### config.mk
export PLATFORM = sky130hd
export DESIGN_NAME = conaddr_unit
export DESIGN_NICKNAME = d
export VERILOG_FILES = /design/src/rtl/conaddr_pkg.sv /design/src/rtl/conaddr_loc.sv /design/src/rtl/conaddr_bemask.sv /design/src/rtl/conaddr_issue.sv /design/src/rtl/conaddr_unit.sv
export SDC_FILE = /design/constraint.sdc
export NUM_CORES = 1
export LEC_CHECK = 0
export BUFFER_PORTS_ARGS = -buffer_cell sky130_fd_sc_hd__clkbuf_2
export CAP_MARGIN = 30
export CORE_MARGIN = 1
export CORE_UTILIZATION = 35
export CTS_CLUSTER_SIZE = 10
export DETAILED_ROUTE_END_ITERATION = 10
export PLACE_DENSITY = 0.62
export SLEW_MARGIN = 10
export SYNTH_ARGS = -nofsm -noshare
export SYNTH_HDL_FRONTEND = slang
export SYNTH_SLANG_ARGS = --single-unit
### constraint.sdc
create_clock -name clk -period 3.4 [get_ports clk]
set_input_delay 0 -clock clk [delete_from_list [all_inputs] [get_ports clk]]
set_output_delay 0 -clock clk [all_outputs]
set_load 0.01 [all_outputs]
### src/rtl/conaddr_pkg.sv
package conaddr_pkg;

  typedef struct packed {
    logic en22;
    logic enmap;
  } mode_t;

  localparam mode_t MODE_OFF = '{en22: 1'b0, enmap: 1'b0};

endpackage

### src/rtl/conaddr_loc.sv
module conaddr_loc
  import conaddr_pkg::*;
#(
  parameter int ADDR_W = 22,
  parameter int DATA_W = 16
) (
  input  logic              clk,
  input  logic              rst_n,
  input  logic              lo_wr,
  input  logic              hi_wr,
  input  logic [DATA_W-1:0] wr_data,
  input  logic              inc_en,
  output logic [ADDR_W-1:1] st_addr,
  output mode_t             st_mode
);

  localparam int HI_W = ADDR_W - DATA_W;
  localparam int WA_W = ADDR_W - 1;
  localparam logic [ADDR_W-1:1] ONE_WORD = {{(WA_W-1){1'b0}}, 1'b1};

  // word step, wraps modulo 2^(ADDR_W-1)
  function automatic logic [ADDR_W-1:1] next_word(input logic [ADDR_W-1:1] a);
    return a + ONE_WORD;
  endfunction

  // low write image: high part cleared
  function automatic logic [ADDR_W-1:1] lo_image(input logic [DATA_W-1:0] d);
    return {{HI_W{1'b0}}, d[DATA_W-1:1]};
  endfunction

  always_ff @(posedge clk) begin
    if (!rst_n) begin
      st_addr <= '0;
      st_mode <= MODE_OFF;
    end else if (lo_wr) begin
      st_addr <= lo_image(wr_data);
      st_mode <= MODE_OFF;
    end else if (hi_wr) begin
      st_addr[ADDR_W-1:DATA_W] <= wr_data[HI_W-1:0];
      st_mode.en22  <= wr_data[HI_W];
      st_mode.enmap <= wr_data[HI_W+1];
    end else if (inc_en) begin
      st_addr <= next_word(st_addr);
    end
  end

endmodule

### src/rtl/conaddr_bemask.sv
module conaddr_bemask #(
  parameter int BE_W = 2
) (
  input  logic            clk,
  input  logic            rst_n,
  input  logic            be_wr,
  input  logic [BE_W-1:0] be_in,
  input  logic            sticky_in,
  input  logic            revert,
  output logic [BE_W-1:0] st_be,
  output logic            st_sticky
);

  always_ff @(posedge clk) begin
    if (!rst_n) begin
      st_be     <= '1;
      st_sticky <= 1'b0;
    end else if (be_wr) begin
      st_be     <= be_in;
      st_sticky <= sticky_in;
    end else if (revert) begin
      st_be     <= '1;
    end
  end

endmodule

### src/rtl/conaddr_issue.sv
module conaddr_issue
  import conaddr_pkg::*;
#(
  parameter int ADDR_W = 22,
  parameter int DATA_W = 16,
  parameter int WIN_W  = 13,
  parameter int BE_W   = 2
) (
  input  logic              clk,
  input  logic              rst_n,
  input  logic              cmd_valid,
  input  logic              cmd_write,
  input  logic              cmd_window,
  input  logic [WIN_W-1:1]  cmd_offset,
  input  logic [ADDR_W-1:1] st_addr,
  input  mode_t             st_mode,
  input  logic [BE_W-1:0]   st_be,
  output logic              bus_valid,
  output logic              bus_write,
  output logic [ADDR_W-1:1] bus_addr,
  output logic              bus_racc,
  output logic [BE_W-1:0]   bus_be,
  output logic              bus_en22,
  output logic              bus_enmap
);

  localparam int HI_W   = ADDR_W - DATA_W;
  localparam int PAGE_W = DATA_W - WIN_W;

  // fixed page at the top of the 16-bit space
  function automatic logic [ADDR_W-1:1] window_addr(input logic [WIN_W-1:1] off);
    return {{HI_W{1'b0}}, {PAGE_W{1'b1}}, off};
  endfunction

  logic [ADDR_W-1:1] nx_addr;
  logic [BE_W-1:0]   nx_be;
  mode_t             nx_mode;

  always_comb begin
    if (cmd_window) begin
      nx_addr = window_addr(cmd_offset);
      nx_be   = st_be;
      nx_mode = MODE_OFF;
    end else begin
      nx_addr = st_addr;
      nx_be   = '1;
      nx_mode = st_mode;
    end
  end

  always_ff @(posedge clk) begin
    if (!rst_n) begin
      bus_valid <= 1'b0;
      bus_write <= 1'b0;
      bus_addr  <= '0;
      bus_racc  <= 1'b0;
      bus_be    <= '1;
      bus_en22  <= 1'b0;
      bus_enmap <= 1'b0;
    end else begin
      bus_valid <= cmd_valid;
      if (cmd_valid) begin
        bus_write <= cmd_write;
        bus_addr  <= nx_addr;
        bus_racc  <= cmd_window;
        bus_be    <= nx_be;
        bus_en22  <= nx_mode.en22;
        bus_enmap <= nx_mode.enmap;
      end
    end
  end

endmodule

### src/rtl/conaddr_unit.sv
module conaddr_unit
  import conaddr_pkg::*;
#(
  parameter int ADDR_W = 22,
  parameter int DATA_W = 16,
  parameter int WIN_W  = 13,
  parameter int BE_W   = DATA_W / 8
) (
  input  logic              clk,
  input  logic              rst_n,
  input  logic              lo_wr,
  input  logic              hi_wr,
  input  logic              be_wr,
  input  logic [DATA_W-1:0] wr_data,
  input  logic              cmd_valid,
  input  logic              cmd_write,
  input  logic              cmd_incr,
  input  logic              cmd_window,
  input  logic [WIN_W-1:1]  cmd_offset,
  output logic              bus_valid,
  output logic              bus_write,
  output logic [ADDR_W-1:1] bus_addr,
  output logic              bus_racc,
  output logic [BE_W-1:0]   bus_be,
  output logic              bus_en22,
  output logic              bus_enmap
);

  logic [ADDR_W-1:1] st_addr;
  mode_t             st_mode;
  logic [BE_W-1:0]   st_be;
  logic              st_sticky;

  // named events for the checker
  logic any_reg_wr;
  logic ev_incr;
  logic ev_revert;

  assign any_reg_wr = lo_wr | hi_wr | be_wr;
  assign ev_incr    = cmd_valid & cmd_incr & ~cmd_window & ~any_reg_wr;
  assign ev_revert  = cmd_valid & cmd_write & ~st_sticky & ~any_reg_wr;

  conaddr_loc #(.ADDR_W(ADDR_W), .DATA_W(DATA_W)) u_loc (
    .clk     (clk),
    .rst_n   (rst_n),
    .lo_wr   (lo_wr),
    .hi_wr   (hi_wr),
    .wr_data (wr_data),
    .inc_en  (ev_incr),
    .st_addr (st_addr),
    .st_mode (st_mode)
  );

  conaddr_bemask #(.BE_W(BE_W)) u_be (
    .clk       (clk),
    .rst_n     (rst_n),
    .be_wr     (be_wr),
    .be_in     (wr_data[BE_W-1:0]),
    .sticky_in (wr_data[BE_W]),
    .revert    (ev_revert),
    .st_be     (st_be),
    .st_sticky (st_sticky)
  );

  conaddr_issue #(
    .ADDR_W(ADDR_W), .DATA_W(DATA_W), .WIN_W(WIN_W), .BE_W(BE_W)
  ) u_issue (
    .clk        (clk),
    .rst_n      (rst_n),
    .cmd_valid  (cmd_valid),
    .cmd_write  (cmd_write),
    .cmd_window (cmd_window),
    .cmd_offset (cmd_offset),
    .st_addr    (st_addr),
    .st_mode    (st_mode),
    .st_be      (st_be),
    .bus_valid  (bus_valid),
    .bus_write  (bus_write),
    .bus_addr   (bus_addr),
    .bus_racc   (bus_racc),
    .bus_be     (bus_be),
    .bus_en22   (bus_en22),
    .bus_enmap  (bus_enmap)
  );

endmodule

==> qor.csv <==
stage;metric;value;unit
route;drtAntennaViolNets;0;
clocking;numCtsBuffers;5;
finish;final_cell_count_no_fill;468;
clocking;ctsRootBufferMaster;clkbuf_8;
synthesis;synthFlopType;dfxtp_1;
worst_setup_path;cp.required;3.64;ns
die;ioPinCount;65;
clocking;clkTransAtPathRegs;0.09;ns
finish;nets;406;
synthesis;synth_top_cell_area_share;40.87;%
synthesis;synth_most_common_cell;dfxtp_1;
sta;hold_viol_final;1;
finish;diodes;0;
synthesis;syn_nets;345;
power_and_ir_drop;power.leakage;1.267;nW
route;drc;0;
synthesis;synth.distinct_cells;51;
worst_setup_path;cp-end-kind;flip-flop;
synthesis;netlist_instances;307;
worst_setup_path;start_kind;flip-flop;
synthesis;avgSynthCellArea;8.616;sq um
sta;worst_slack;1.203;ns
sta;worst_pin_slew;0.6515;ns
min_path;hold_path_depth;3;
die;dieArea;7909;sq um
sta;drv_slew;0;
worst_setup_path;arrival;2.44;ns
placed_design;port_buffers;64;
grt;grt_max_degree;55;
grt;antenna_found_initial;0;
sta;rsz0062_at_grt;no;
clocking;htree_levels;2;
die;start_util;36.27;%
finish;post-route-util;44.56;%
route;finalWirelength;7.312;mm
die;core;7292;sq um
job;drv_cap;0;
worst_setup_path;cp_slowest_stage_delay;0.61;ns
worst_setup_path;reg2reg_depth;5;
status;violations;hold timing;
synthesis;synth_seq_area_share;40.87;%
power_and_ir_drop;ir_drop;0.1593;mV
synthesis;netlist_area;2645;sq um
sta;slew_headroom;56.57;%
route;via_per_inst;5.626;
grt;grt_pass1_vias;2274;
die;core.rowCount;31;
worst_setup_path;cp_slowest_cell;or4b_4;
placed_design;globalplace.congestion;0.8276;
synthesis;yosys_warnings;0;
clocking;ctsResizeCount;0;
synthesis;yosys.area.top_type;dfxtp_1;
route;vias;2633;
clocking;cts_buffer_depth;2;
placed_design;pre_cts_slack;1.246;ns
power_and_ir_drop;powerDensity;401.7;nW/um^2
synthesis;ys_async_sr_fraction;0;%
die;fp.dieW;88.93;um
worst_setup_path;path_max_fanout;12;
sta;clock_skew;0.002934;ns
sta;whs;-0.004900;ns
sta;tns;0;ns
sta;setup_viol;0;
grt;grt_pass1_wl;11.46;mm
route;wl_per_cell;15.62;um
synthesis;ys_top_cells_by_area;dfxtp_1 (41%), mux2i_1 (6.1%), nor2_1 (3.7%), nand2_1 (3.5%), a211oi_1 (3.4%);
route;drtIter0Drc;239;
sta;period_share;64.61;%
grt;grt_overflow;0;
worst_setup_path;critPathKind;reg -> reg;
finish;num-fill-cells;745;
synthesis;synth_edf_count;0;
status;status;complete, but fails checks;
clocking;clock-sinks;54;
die;die_h;88.93;um
finish;drive_gt1_share;21.95;%
synthesis;ys_seq_elements;54;
synthesis;netlist_top_cells_count;dfxtp_1 (54), nor2_1 (26), nand2_1 (25);
route;dr.pass1.iters;7;
sta;fmax;455.2;MHz
worst_setup_path;crit_chain;ha_1 -> nand3_2 -> or4b_4 -> or4b_1 -> a31oi_1;
worst_setup_path;rrSetupSlack;1.20;ns
sta;finalCriticalPeriod;2.197;ns
placed_design;dpl.cell_count;449;
grt;gr-usage-all-layers;18.74;%
clocking;insertion_delay;0.31;ns
min_path;min_path_type;in -> reg;
clocking;tritoncts;done;
finish;area_delta_synth_final;22.85;%
placed_design;hpwl;5.059;mm
-- power by group --
group	switching (mW)	total, mW	internal (mW)
sequential	0.0305	0.695	0.664
clock	0.212	0.432	0.220
combinational	0.0961	0.179	0.0826
total	0.338	1.31	0.967
-- metrics by stage --
stage | power (mW) | area, sq um
floorplan | 0.8044 | 2645
global placement | 0.8705 | 3002
detailed placement | 0.8766 | 3029
CTS | 1.316 | 3249
global route | 1.368 | 3249
finish | 1.305 | 3249
-- path summary, 6_finish.rpt --
check	from	endpoint
max	u_loc.st_addr[1]	u_loc.st_addr[21]
min	wr_data[3]	u_loc.st_addr[3]
max reg2reg	u_loc.st_addr[1]	u_loc.st_addr[21]
min reg2reg	u_issue.bus_addr[17]	u_issue.bus_addr[17]
-- final cells by class --
cell class | instances | area [sq um] | area share (%)
Tap cell | 99 | 123.9 | 3.812
Multi-Input combinational cell | 220 | 1428 | 43.94
Clock inverter | 2 | 37.54 | 1.155
Clock buffer | 6 | 72.57 | 2.233
Sequential cell | 54 | 1081 | 33.27
Inverter | 9 | 33.78 | 1.040
Timing Repair Buffer | 78 | 473.0 | 14.56
-- flip-flops by register name (all words and copies together) (netlist names), 2 cells and up --
signal / cells
u_be.st_be: 2
u_issue.bus_addr: 21
u_issue.bus_be: 2
u_loc.st_addr: 21
u_loc.st_mode: 2
-- worst max-delay path: cells and delay by family, from the launching register on --
family	cells	cell delay, ns
AO/OA/AOI/OAI	1	0.17
adder cells (fa/ha/maj)	1	0.25
flip-flops	1	0.43
AND/OR/NAND/NOR	3	1.27
-- placed cells by master (no fill, tap or decap), types with 3 or more instances in the layout --
cell type / netlist / routed
nand2_1: 25 / 25
nor2_1: 26 / 26
dlygate4sd3_1: 0 / 11
o211ai_1: 4 / 4
or4_1: 7 / 7
a31oi_1: 14 / 14
o21ai_0: 12 / 12
clkbuf_2: 1 / 64
nor2b_1: 3 / 3
and2_1: 5 / 5
nand3b_1: 9 / 9
a222oi_1: 3 / 3
nand4_1: 8 / 8
dfxtp_1: 54 / 54
and3_1: 4 / 4
a211oi_1: 12 / 12
nand2b_1: 10 / 10
a311oi_1: 5 / 5
mux2i_1: 16 / 16
a21oi_1: 16 / 16
inv_1: 9 / 9
clkbuf_8: 0 / 5
o31ai_1: 3 / 3
o22ai_1: 4 / 4
-- layer usage --
| metal | vias up | share of wire (%) | GRT usage [%] |
|---|---|---|---|
| li1 | 1276 | - | - |
| met1 | 1262 | 47 | 26.79 |
| met2 | 86 | 47 | 29.23 |
| met3 | 9 | 4.5 | 2.308 |
| met4 | 0 | 1.4 | 6.494 |
| met5 | - | 0 | 0 |
-- cell families after synthesis --
family	Yosys count	share of synthesized area [%]
compound gates	89	23.08
simple gates	114	24.36
flops	54	40.87
buf+inv	33	5.156
fa+ha+maj	1	0.4730
mux	16	6.055
-- repair_timing --
action | CTS | global route
setup buffers | 0 | 0
hold buffers | 11 | 0
hold endpoints to repair | 12 | 0
setup endpoints to repair | 0 | 0
(Power assumes the default switching activity.)
